--- src/rtl/cr_pred_pkg.sv ---
package cr_pred_pkg;
  // Instruction variant encoding (two select bits of the instruction)
  typedef enum logic [1:0] {
    V_CR2INT  = 2'b00,
    V_INT2CR  = 2'b01,
    V_UNIMPL  = 2'b10,
    V_CR2CR   = 2'b11
  } variant_e;
endpackage

--- src/rtl/cr_pred_file.sv ---
module cr_pred_file #(
  parameter int NUM_FIELDS = 8,
  parameter int FIELD_W    = 4,
  localparam int IDX_W     = $clog2(NUM_FIELDS),
  localparam int CR_W      = NUM_FIELDS * FIELD_W
) (
  input  logic               clk,
  input  logic               rst_n,
  input  logic               we,
  input  logic [IDX_W-1:0]   wr_idx,
  input  logic [FIELD_W-1:0] wr_data,
  input  logic [IDX_W-1:0]   rd_a_idx,
  input  logic [IDX_W-1:0]   rd_b_idx,
  output logic [FIELD_W-1:0] rd_a,
  output logic [FIELD_W-1:0] rd_b,
  output logic [CR_W-1:0]    flat
);
  logic [FIELD_W-1:0] field_q [NUM_FIELDS];
  logic [FIELD_W-1:0] field_d [NUM_FIELDS];

  for (genvar f = 0; f < NUM_FIELDS; f++) begin : g_field
    always_comb begin
      field_d[f] = field_q[f];
      if (we && (wr_idx == IDX_W'(f))) field_d[f] = wr_data;
    end

    always_ff @(posedge clk or negedge rst_n) begin
      if (!rst_n) field_q[f] <= '0;
      else        field_q[f] <= field_d[f];
    end

    // field 0 occupies the most significant slice
    assign flat[CR_W-1-f*FIELD_W -: FIELD_W] = field_q[f];
  end

  assign rd_a = field_q[rd_a_idx];
  assign rd_b = field_q[rd_b_idx];
endmodule

--- src/rtl/cr_pred_eval.sv ---
module cr_pred_eval #(
  parameter int FIELD_W = 4
) (
  input  logic [FIELD_W-1:0] src,
  input  logic [FIELD_W-1:0] mask,
  input  logic [FIELD_W-1:0] mode,
  output logic [FIELD_W-1:0] res
);
  for (genvar k = 0; k < FIELD_W; k++) begin : g_bit
    assign res[k] = mask[k] & ~(mode[k] ^ src[k]);
  end
endmodule

--- src/rtl/cr_pred_merge.sv ---
module cr_pred_merge #(
  parameter int FIELD_W = 4
) (
  input  logic [FIELD_W-1:0] res,
  input  logic [FIELD_W-1:0] old,
  input  logic [FIELD_W-1:0] mask,
  input  logic               merge,
  output logic [FIELD_W-1:0] out
);
  always_comb begin
    out = res;
    if (merge) out = res | (old & ~mask);
  end
endmodule

--- src/rtl/cr_pred_unit.sv ---
module cr_pred_unit
  import cr_pred_pkg::*;
#(
  parameter int NUM_FIELDS = 8,
  parameter int FIELD_W    = 4,
  parameter int XLEN       = 64,
  localparam int IDX_W     = $clog2(NUM_FIELDS),
  localparam int CR_W      = NUM_FIELDS * FIELD_W
) (
  input  logic               clk,
  input  logic               rst_n,
  input  logic               valid_i,
  input  logic [1:0]         variant_i,
  input  logic [IDX_W-1:0]   dst_idx_i,
  input  logic [IDX_W-1:0]   src_idx_i,
  input  logic [FIELD_W-1:0] mask_i,
  input  logic [FIELD_W-1:0] mode_i,
  input  logic               merge_i,
  input  logic [XLEN-1:0]    int_op_i,
  input  logic               int_zero_i,
  output logic [CR_W-1:0]    cr_o,
  output logic [XLEN-1:0]    int_res_o,
  output logic               int_res_valid_o,
  output logic               illegal_o
);
  variant_e           op;
  logic [FIELD_W-1:0] src_field, old_field, src_sel, raw_res, wr_data;
  logic               int_bit, wr_en;
  logic [XLEN-1:0]    int_res_d, int_res_q;
  logic               int_vld_d, int_vld_q, ill_d, ill_q;

  assign op = variant_e'(variant_i);

  cr_pred_file #(.NUM_FIELDS(NUM_FIELDS), .FIELD_W(FIELD_W)) u_file (
    .clk      (clk),
    .rst_n    (rst_n),
    .we       (wr_en),
    .wr_idx   (dst_idx_i),
    .wr_data  (wr_data),
    .rd_a_idx (src_idx_i),
    .rd_b_idx (dst_idx_i),
    .rd_a     (src_field),
    .rd_b     (old_field),
    .flat     (cr_o)
  );

  // integer operand: register index zero reads as value zero
  assign int_bit = int_zero_i ? 1'b0 : int_op_i[0];
  assign src_sel = (op == V_INT2CR) ? {FIELD_W{int_bit}} : src_field;

  cr_pred_eval #(.FIELD_W(FIELD_W)) u_eval (
    .src  (src_sel),
    .mask (mask_i),
    .mode (mode_i),
    .res  (raw_res)
  );

  cr_pred_merge #(.FIELD_W(FIELD_W)) u_merge (
    .res   (raw_res),
    .old   (old_field),
    .mask  (mask_i),
    .merge (merge_i),
    .out   (wr_data)
  );

  assign wr_en = valid_i && ((op == V_INT2CR) || (op == V_CR2CR));

  always_comb begin
    int_vld_d = valid_i && (op == V_CR2INT);
    int_res_d = int_vld_d ? XLEN'(raw_res) : '0;
    ill_d     = valid_i && (op == V_UNIMPL);
  end

  always_ff @(posedge clk or negedge rst_n) begin
    if (!rst_n) begin
      int_res_q <= '0;
      int_vld_q <= 1'b0;
      ill_q     <= 1'b0;
    end else begin
      int_res_q <= int_res_d;
      int_vld_q <= int_vld_d;
      ill_q     <= ill_d;
    end
  end

  assign int_res_o       = int_res_q;
  assign int_res_valid_o = int_vld_q;
  assign illegal_o       = ill_q;
endmodule

--- config.mk ---
export PLATFORM = sky130hd
export DESIGN_NAME = cr_pred_unit
export DESIGN_NICKNAME = d
export VERILOG_FILES = /design/src/rtl/cr_pred_pkg.sv /design/src/rtl/cr_pred_file.sv /design/src/rtl/cr_pred_eval.sv /design/src/rtl/cr_pred_merge.sv /design/src/rtl/cr_pred_unit.sv
export SDC_FILE = /design/constraint.sdc
export NUM_CORES = 1
export LEC_CHECK = 0
export BUFFER_PORTS_ARGS = -buffer_cell sky130_fd_sc_hd__buf_2
export CAP_MARGIN = 5
export CORE_AREA = 5 5 92 94
export CTS_CLUSTER_SIZE = 20
export DETAILED_ROUTE_END_ITERATION = 10
export DIE_AREA = 0 0 97 99
export GPL_ROUTABILITY_DRIVEN = 0
export HOLD_SLACK_MARGIN = 0.05
export PLACE_DENSITY = 0.7
export RECOVER_POWER = 100
export SYNTH_ARGS = -nofsm -noshare
export SYNTH_HDL_FRONTEND = slang
export SYNTH_SLANG_ARGS = --single-unit
--- constraint.sdc ---
create_clock -name clk -period 2.3 [get_ports clk]
set_clock_uncertainty 0.1 [all_clocks]
set_input_delay 0.46 -clock clk [delete_from_list [all_inputs] [get_ports clk]]
set_output_delay 0.46 -clock clk [all_outputs]
set_load 0.02 [all_outputs]
==> run_results.csv, run 1 <==
group,metric,value,unit
status,status,"finished, final reports clean",
logic_synthesis,yosys_most_used_dff,"dfrtp_1",
layout,postLayoutCoreUtil,41.7,%
logic_synthesis,async_reset_ff_share,100,%
timing,worst_pin_slew,0.938,ns
grt,grt_pass1_wl,12000,um
timing,layout_setup_ws,0.263,ns
setup_path,regToRegSetupSlack,0.40,ns
timing,max_freq,491,MHz
logic_synthesis,ys_ff_latch,38,
timing,fin_crit_sh,88.6,%
logic_synthesis,synth_edf_count,0,
logic_synthesis,syn_inst,337,
setup_path,crit_type,"primary input to register",
layout,area.growth.synth_to_final,8.11,%
clocking,cts_max_level,2,
pwr,ir_drop,0.218,mV
clocking,cts_tree,"yes",
logic_synthesis,synth_area_leader_cell,"dfrtp_1",
clocking,postCtsHoldBufs,0,
floorplan,dieArea,9600,sq um
timing,hold_slack,0.187,ns
route,wl_per_cell,15.7,um
placed_design,dp_cells,495,
timing,min_period,2.04,ns
clocking,clk_latency,0.30,ns
route,drtPass1Iterations,5,
grt,grt_max_degree,39,
setup_path,cp.required,2.42,ns
floorplan,die_x,97,um
setup_path,worst-path-max-fanout,16,
route,vias_per_cell,5.06,
run,maxCapViolCount,0,
floorplan,ios,183,
pwr,leakagePower,1.48,nW
placed_design,dp_hpwl,6230,um
logic_synthesis,yosys-top-cells-area,"dfrtp_1 (33%), buf_4 (16%), nor2_1 (9.1%)",
logic_synthesis,yosysSeqAreaShare,32.6,%
clocking,cts.sinks,38,
logic_synthesis,synthTopCellsByCount,"nor2_1 (71), buf_4 (63), dfrtp_1 (38), a21oi_1 (37), mux2i_1 (19)",
setup_path,start_kind,"primary input",
grt,grt.overflow.total,0,
setup_path,arrival,2.16,ns
clocking,cts-root-buf,"clkbuf_8",
logic_synthesis,yosys.area.top_type_share,32.6,%
logic_synthesis,postSynthAreaPerCell,8.65,sq um
timing,rsz0062_at_grt,"false",
timing,final-hold-violation-count,0,
logic_synthesis,yosysMostFrequentCell,"nor2_1",
clocking,cts_resized,0,
route,drtIter0Drc,224,
timing,max-slew-margin-rel,37.4,%
timing,finalSetupViolCount,0,
pwr,finalPower,2.49,mW
clocking,cts_buffers,5,
route,ant_nets,0,
route,drc,0,
clocking,cts.path.max_buffers,2,
placed_design,post_dp_cell_area,3110,sq um
floorplan,num_rows,32,
route,vias,2544,
layout,layout.nets,485,
timing,slew_viol_final,0,
grt,antenna_found_initial,0,
setup_path,critPathCaptureType,"register",
layout,post-route-cell-area,3150,sq um
floorplan,die_y,99,um
logic_synthesis,yosys_warnings,0,
logic_synthesis,syn-cell-area,2920,sq um
placed_design,io_buffers,59,
timing,finalSetupTns,0,ns
clocking,path_clk_slew,0.08,ns
layout,layout-drive-gt1-share,12.0,%
floorplan,start_util,38.5,%
placed_design,place_ws,0.0200,ns
min_path,min_path_type,"primary input to async pin",
logic_synthesis,synthDistinctLibCells,37,
pwr,pwr_density_cell,791,nW/um^2
floorplan,core_area,7570,sq um
clocking,cts_setup_buffers,0,
layout,diodes,0,
layout,final_cells,503,
grt,grt_util_all_layers,15.7,%
route,finalWirelength,7920,um
grt,grt_pass1_vias,2248,
-- cell type report --
| cell class | instances | area (sq um) |
|---|---|---|
| fillers | 804 | 4420 |
| flip-flops and latches | 38 | 951 |
| multi-input cells | 282 | 1630 |
| repair buffers | 70 | 342 |
| inverters | 3 | 11.3 |
| clock inverters | 2 | 12.5 |
| clock buffers | 6 | 82.6 |
| well taps | 102 | 128 |
-- layout by cell type, fill, tap and decap left out, drive strengths merged, types with 3 or more instances in the layout --
| master | instances |
|---|---|
| o32a | 3 |
| and3 | 5 |
| and4 | 4 |
| a22oi | 10 |
| nand2 | 8 |
| o2bb2ai | 4 |
| dfrtp | 38 |
| buf | 29 |
| mux4 | 4 |
| mux2i | 19 |
| nor2b | 5 |
| clkbuf | 47 |
| a21oi | 37 |
| nor3 | 10 |
| nor3b | 3 |
| nand3b | 5 |
| conb | 60 |
| inv | 3 |
| xor2 | 4 |
| nand2b | 6 |
| nor2 | 71 |
| nand3 | 7 |
| a31oi | 4 |
| and2 | 5 |
-- final timing paths --
kind | startpoint | endpoint | cells past startpoint
hold reg to reg | u_file.flat[5]$_DFFE_PN0P_ | u_file.flat[5]$_DFFE_PN0P_ | 2
min in group clk | variant_i[1] | int_res_valid_o$_DFF_PN0_ | 2
hold / removal | rst_n | int_res_o[2]$_DFF_PN0_ | 1
setup / recovery | src_idx_i[0] | u_file.flat[24]$_DFFE_PN0P_ | 6
max in group asynchronous | rst_n | u_file.flat[29]$_DFFE_PN0P_ | 1
setup reg to reg | u_file.flat[23]$_DFFE_PN0P_ | u_file.flat[15]$_DFFE_PN0P_ | 5
-- critical path, stage by stage --
cell and delay, ns:
clkbuf_2 0.42, mux2i_1 0.15, a22oi_1 0.34, and4_1 0.51
nor2_1 0.10, a21oi_1 0.17
-- metal layers --
metal  up-vias  track usage (%)  wire length [um]
li1       1179                -                 -
met1      1227             20.6              3280
met2       131             25.9              3880
met3         7             4.18               692
met4         0             3.67                63
met5         -                0                 0
-- sequential cells by signal, summed over array words and instances (netlist names) --
signal and cells:
illegal_o 1, u_file.flat 32, int_res_o 4, int_res_valid_o 1
-- cell families (layout without fill, tap and decap cells) --
kind of cell,after synthesis,in the layout,share of synthesized area [%]
XOR/XNOR,4,4,1.20
multiplexers,24,24,10.3
flip-flops,38,38,32.6
AND/OR/NAND/NOR,134,134,24.1
buffers and inverters,76,81,19.2
other,1,60,0.129
AO/OA/AOI/OAI,60,60,12.5
-- power breakdown --
part	total [mW]	switching, mW	internal, mW
Clock	0.489	0.248	0.241
Combinational	0.996	0.661	0.335
Sequential	1.01	0.186	0.821
Total	2.49	1.10	1.40
No activity file was read; power rests on OpenSTA's default activity.
==> run 2: changes to the inputs <==
Settings changed: ABC_AREA from default to 1, CORE_AREA 5 5 92 94 to 5 5 90 92, DIE_AREA 0 0 97 99 to 0 0 95 97, PLACE_DENSITY 0.7 to 0.71.
==> run_results.csv, run 2 <==
group,metric,value,unit
timing,worst_pin_slew,0.929,ns
grt,grt_max_degree,39,
logic_synthesis,postSynthAreaPerCell,6.89,sq um
route,top_layer,"met4",
timing,slew_viol_final,0,
timing,hold_slack,0.199,ns
placed_design,place_ws,0.290,ns
pwr,pwr_density_cell,705,nW/um^2
logic_synthesis,yosys_most_used_dff,"dfrtp_1",
setup_path,r2r_cells,11,
timing,max-slew-margin-rel,38.1,%
route,wl_per_cell,12.4,um
logic_synthesis,ys_ff_latch,38,
status,status,"finished, final reports clean",
grt,grt_pass1_vias,2294,
logic_synthesis,synthDistinctLibCells,24,
clocking,cts.sinks,38,
grt,grt_util_all_layers,15.3,%
route,vias_per_cell,4.36,
clocking,clk_latency,0.29,ns
clocking,cts_tree,"yes",
clocking,cts-root-buf,"clkbuf_8",
layout,final_cells,562,
timing,fin_crit_sh,83.6,%
floorplan,dieArea,9220,sq um
grt,grt.overflow.total,0,
layout,diodes,0,
timing,max_freq,520,MHz
layout,area.growth.synth_to_final,5.14,%
route,drc,0,
placed_design,dp_hpwl,5540,um
floorplan,die_y,97,um
route,wl_met3,614,um
layout,postLayoutCoreUtil,40.9,%
layout,layout_commonest_cell,"nand2_1",
timing,finalSetupTns,0,ns
floorplan,start_util,38.9,%
layout,layout-drive-gt1-share,11.0,%
logic_synthesis,yosys-top-cells-area,"dfrtp_1 (34%), nand2_1 (22%), buf_4 (17%)",
layout,final_cell_mix,"nand2_1 (169), conb_1 (60), inv_1 (42)",
route,wl_met1,3160,um
setup_path,worst-path-max-fanout,8,
clocking,cts.path.max_buffers,2,
route,drtPass1Iterations,5,
setup_path,arrival,2.00,ns
clocking,cts_setup_buffers,0,
logic_synthesis,yosys_warnings,0,
timing,layout_setup_ws,0.377,ns
floorplan,num_rows,31,
pwr,ir_drop,0.322,mV
clocking,cts_max_level,2,
pwr,leakagePower,1.62,nW
layout,layout.nets,548,
setup_path,cp.required,2.38,ns
logic_synthesis,syn-cell-area,2780,sq um
min_path,min_path_type,"primary input to async pin",
logic_synthesis,synth_edf_count,0,
logic_synthesis,yosysMostFrequentCell,"nand2_1",
floorplan,ios,183,
clocking,postCtsHoldBufs,0,
route,drtIter0Drc,150,
timing,min_period,1.92,ns
run,maxCapViolCount,0,
clocking,path_clk_slew,0.06,ns
logic_synthesis,yosys.area.top_type_share,34.2,%
placed_design,post_dp_cell_area,2930,sq um
setup_path,crit_type,"primary input to register",
floorplan,core_area,7140,sq um
logic_synthesis,yosysSeqAreaShare,34.2,%
timing,rsz0062_at_grt,"false",
timing,finalSetupViolCount,0,
route,wl_met2,3110,um
logic_synthesis,synthTopCellsByCount,"nand2_1 (166), buf_4 (62), inv_1 (42), dfrtp_1 (38), nand3_1 (27)",
layout,fillers,817,
placed_design,dp_cells,555,
route,finalWirelength,6950,um
clocking,cts_resized,0,
placed_design,io_buffers,59,
timing,final-hold-violation-count,0,
grt,antenna_found_initial,0,
setup_path,critPathCaptureType,"register",
pwr,finalPower,2.06,mW
setup_path,start_kind,"primary input",
logic_synthesis,synth_area_leader_cell,"dfrtp_1",
logic_synthesis,syn_inst,403,
layout,post-route-cell-area,2920,sq um
floorplan,die_x,95,um
grt,grt_pass1_wl,11200,um
layout,largest_reg_flops,32,
logic_synthesis,async_reset_ff_share,100,%
route,vias,2448,
route,ant_nets,0,
clocking,cts_buffers,5,
==> run 2: cell count changes after synthesis, sizes merged, moves of 6 or more <==
cell	previous run	this run
a21oi	37	0
buf	71	65
inv	3	52
mux2i	19	0
nand2	8	171
nand2b	6	0
nand3	7	36
nor2	71	23
nor3	10	2
==> run 2: layer usage <==
metal  up-vias  GRT usage [%]
li1       1226              -
met1      1112           21.4
met2       103           23.7
met3         7           3.26
met4         0           4.33
met5         -              0
==> run 2: critical path, cell delays in order <==
cell	delay, ns
clkbuf_1	0.15
nand2_2	0.13
or3b_1	0.54
nand2_1	0.13
nand2_1	0.05
nand3_1	0.08
nand2_1	0.25
nand2_1	0.15
nand2_1	0.06
==> run 2: power breakdown <==
| group | internal [mW] | switching (mW) | total [mW] |
|---|---|---|---|
| clock | 0.208 | 0.217 | 0.426 |
| combinational | 0.188 | 0.532 | 0.720 |
| sequential | 0.781 | 0.131 | 0.912 |
| total | 1.18 | 0.880 | 2.06 |
==> run 2: cell families after synthesis <==
family | share of synthesized area [%]
buffers and inverters | 25.0
AO/OA/AOI/OAI | 3.47
other | 0.135
AND/OR/NAND/NOR | 37.1
flip-flops | 34.2
==> run 2: worst paths after layout <==
path / slack, ns / from / end
setup / recovery: 0.38 / variant_i[0] / u_file.flat[25]$_DFFE_PN0P_
hold / removal: 0.20 / rst_n / u_file.flat[29]$_DFFE_PN0P_
setup reg to reg: 0.57 / u_file.flat[1]$_DFFE_PN0P_ / u_file.flat[25]$_DFFE_PN0P_
hold reg to reg: 0.42 / u_file.flat[19]$_DFFE_PN0P_ / u_file.flat[19]$_DFFE_PN0P_
max in group asynchronous: 1.33 / rst_n / u_file.flat[8]$_DFFE_PN0P_
min in group clk: 0.25 / variant_i[1] / int_res_valid_o$_DFF_PN0_
==> run 2: area by class of cell <==
type,instances,area (sq um),area share [%]
clock buffers,7,76.3,2.61
inverters,53,203,6.94
repair buffers,59,246,8.44
multi-input cells,306,1320,45.2
flip-flops and latches,38,951,32.6
well taps,99,124,4.24
==> run 3: changes to the inputs <==
Settings changed: CORE_AREA 5 5 90 92 to 5 5 91 93, DIE_AREA 0 0 95 97 to 0 0 96 98, PLACE_DENSITY 0.71 to 0.72.
Clock period 2.3 ns to 1.65 ns, I/O delays scaled along.
==> run_results.csv, run 3 (same netlist as run 2, synthesis figures left out) <==
group,metric,value,unit
route,wl_met1,3300,um
layout,fillers,772,
placed_design,io_buffers,59,
route,drtPass1Iterations,4,
layout,layout_commonest_cell,"nand2_1",
floorplan,ios,183,
pwr,finalPower,3.10,mW
setup_path,regToRegSetupSlack,0.11,ns
clocking,path_clk_slew,0.07,ns
layout,final_cell_mix,"nand2_1 (161), conb_1 (60), inv_1 (42)",
status,status,"finished, final reports clean",
setup_path,start_kind,"primary input",
timing,rsz0062_at_grt,"true",
setup_path,rr_endpoint,"u_file.flat[7]$_DFFE_PN0P_",
timing,slew_viol_final,0,
placed_design,dp_hpwl,6020,um
layout,largest_reg_flops,32,
grt,grt_max_degree,21,
timing,finalSetupViolCount,0,
timing,max_freq,646,MHz
setup_path,r2r_cells,11,
route,vias,2602,
floorplan,dieArea,9410,sq um
route,top_layer,"met4",
layout,diodes,0,
route,wl_met3,725,um
floorplan,die_y,98,um
layout,layout.nets,577,
timing,max-slew-margin-rel,66.6,%
clocking,cts_max_level,2,
grt,grt_pass1_vias,2496,
route,vias_per_cell,4.37,
timing,worst_pin_slew,0.501,ns
route,finalWirelength,7560,um
timing,min_period,1.55,ns
layout,layout-drive-gt1-share,20.7,%
floorplan,num_rows,32,
clocking,clk_latency,0.30,ns
grt,grt_util_all_layers,16.3,%
clocking,cts-root-buf,"clkbuf_8",
route,drtIter0Drc,181,
timing,layout_setup_ws,0.101,ns
setup_path,critPathCaptureType,"register",
route,wl_per_cell,12.7,um
timing,final-hold-violation-count,0,
grt,antenna_found_initial,0,
placed_design,dp_cells,580,
setup_path,worst-path-max-fanout,8,
route,ant_nets,0,
grt,grt_pass1_wl,11900,um
floorplan,core_area,7450,sq um
route,drc,0,
setup_path,timing.rr.start,"u_file.flat[7]$_DFFE_PN0P_",
run,maxCapViolCount,0,
placed_design,place_ws,-0.202,ns
pwr,pwr_density_cell,947,nW/um^2
grt,grt.overflow.total,0,
clocking,cts_buffers,5,
min_path,min_path_cells,2,
setup_path,crit_type,"primary input to register",
layout,area.growth.synth_to_final,17.7,%
setup_path,arrival,1.64,ns
timing,fin_crit_sh,93.9,%
layout,final_cells,595,
floorplan,start_util,37.3,%
min_path,min_to,"int_res_valid_o$_DFF_PN0_",
setup_path,cp.required,1.74,ns
min_path,min_path_type,"primary input to register",
clocking,cts_tree,"yes",
pwr,leakagePower,1.82,nW
clocking,cts.path.max_buffers,2,
min_path,hp-start,"variant_i[1]",
clocking,cts.sinks,38,
timing,hold_slack,0.159,ns
pwr,ir_drop,0.476,mV
floorplan,die_x,96,um
route,wl_met2,3480,um
-- run 3: cell types whose count changed in the layout (fill, tap and decap cells not counted), sizes merged --
cell	delta
dlygate4sd3	+1
clkbuf	-2
buf	+30
clkinv	+1
-- run 3: area by class of cell --
class | instances | area (sq um) | area share (%)
multi-input combinational | 306 | 1410 | 43.0
sequential | 38 | 952 | 29.1
timing repair buffer | 88 | 492 | 15.0
inverter | 53 | 203 | 6.20
tap | 102 | 128 | 3.90
clock buffer | 7 | 86.3 | 2.64
clock inverter | 1 | 5.00 | 0.153
-- run 3: worst max-delay path by stage --
stage | slack (ns) | to | from
global placement | -0.15 | u_file.flat[26]$_DFFE_PN0P_ | variant_i[1]
CTS | 0.08 | u_file.flat[12]$_DFFE_PN0P_ | u_file.flat[8]$_DFFE_PN0P_
global route | 0.0003 | u_file.flat[7]$_DFFE_PN0P_ | u_file.flat[11]$_DFFE_PN0P_
floorplan | 0.12 | u_file.flat[17]$_DFFE_PN0P_ | variant_i[1]
finish | 0.10 | u_file.flat[7]$_DFFE_PN0P_ | variant_i[1]
detailed placement | -0.20 | u_file.flat[12]$_DFFE_PN0P_ | variant_i[1]
-- run 3: per-layer routing --
metal,track usage [%],vias up
met5,0,-
met4,4.38,0
met3,4.31,7
met2,25.3,98
met1,22.4,1214
li1,-,1283
-- run 3: metrics by stage --
| stage | area [sq um] | utilization [%] | setup TNS (ns) |
|---|---|---|---|
| 3_5_place_dp | 3120 | 41.9 | -5.88 |
| 4_1_cts | 3220 | 43.2 | 0 |
| 5_1_grt | 3270 | 43.9 | 0 |
| 3_3_place_gp | 3120 | 41.9 | -4.56 |
| 2_1_floorplan | 3000 | - | 0 |
| 6_report | 3270 | 43.9 | 0 |
-- run 3: timing repair --
action	in CTS	in global routing
resized for setup	0	14
buffers inserted	0	6
setup endpoints to repair	0	31
hold endpoints to repair	18	0
hold buffers	1	0
-- run 3: worst max-delay path, cell delays in order --
cell and delay, ns:
clkbuf_1 0.09, inv_1 0.09, nand2_2 0.06, or3b_1 0.51
nand2_1 0.12, nand2_1 0.07, nand3_2 0.10, nand2_4 0.13
nand2_1 0.09, nand2_1 0.05
-- run 3: where the power goes --
part	internal (mW)	switching, mW
clock	0.337	0.333
sequential	1.09	0.165
combinational	0.363	0.811
total	1.79	1.31
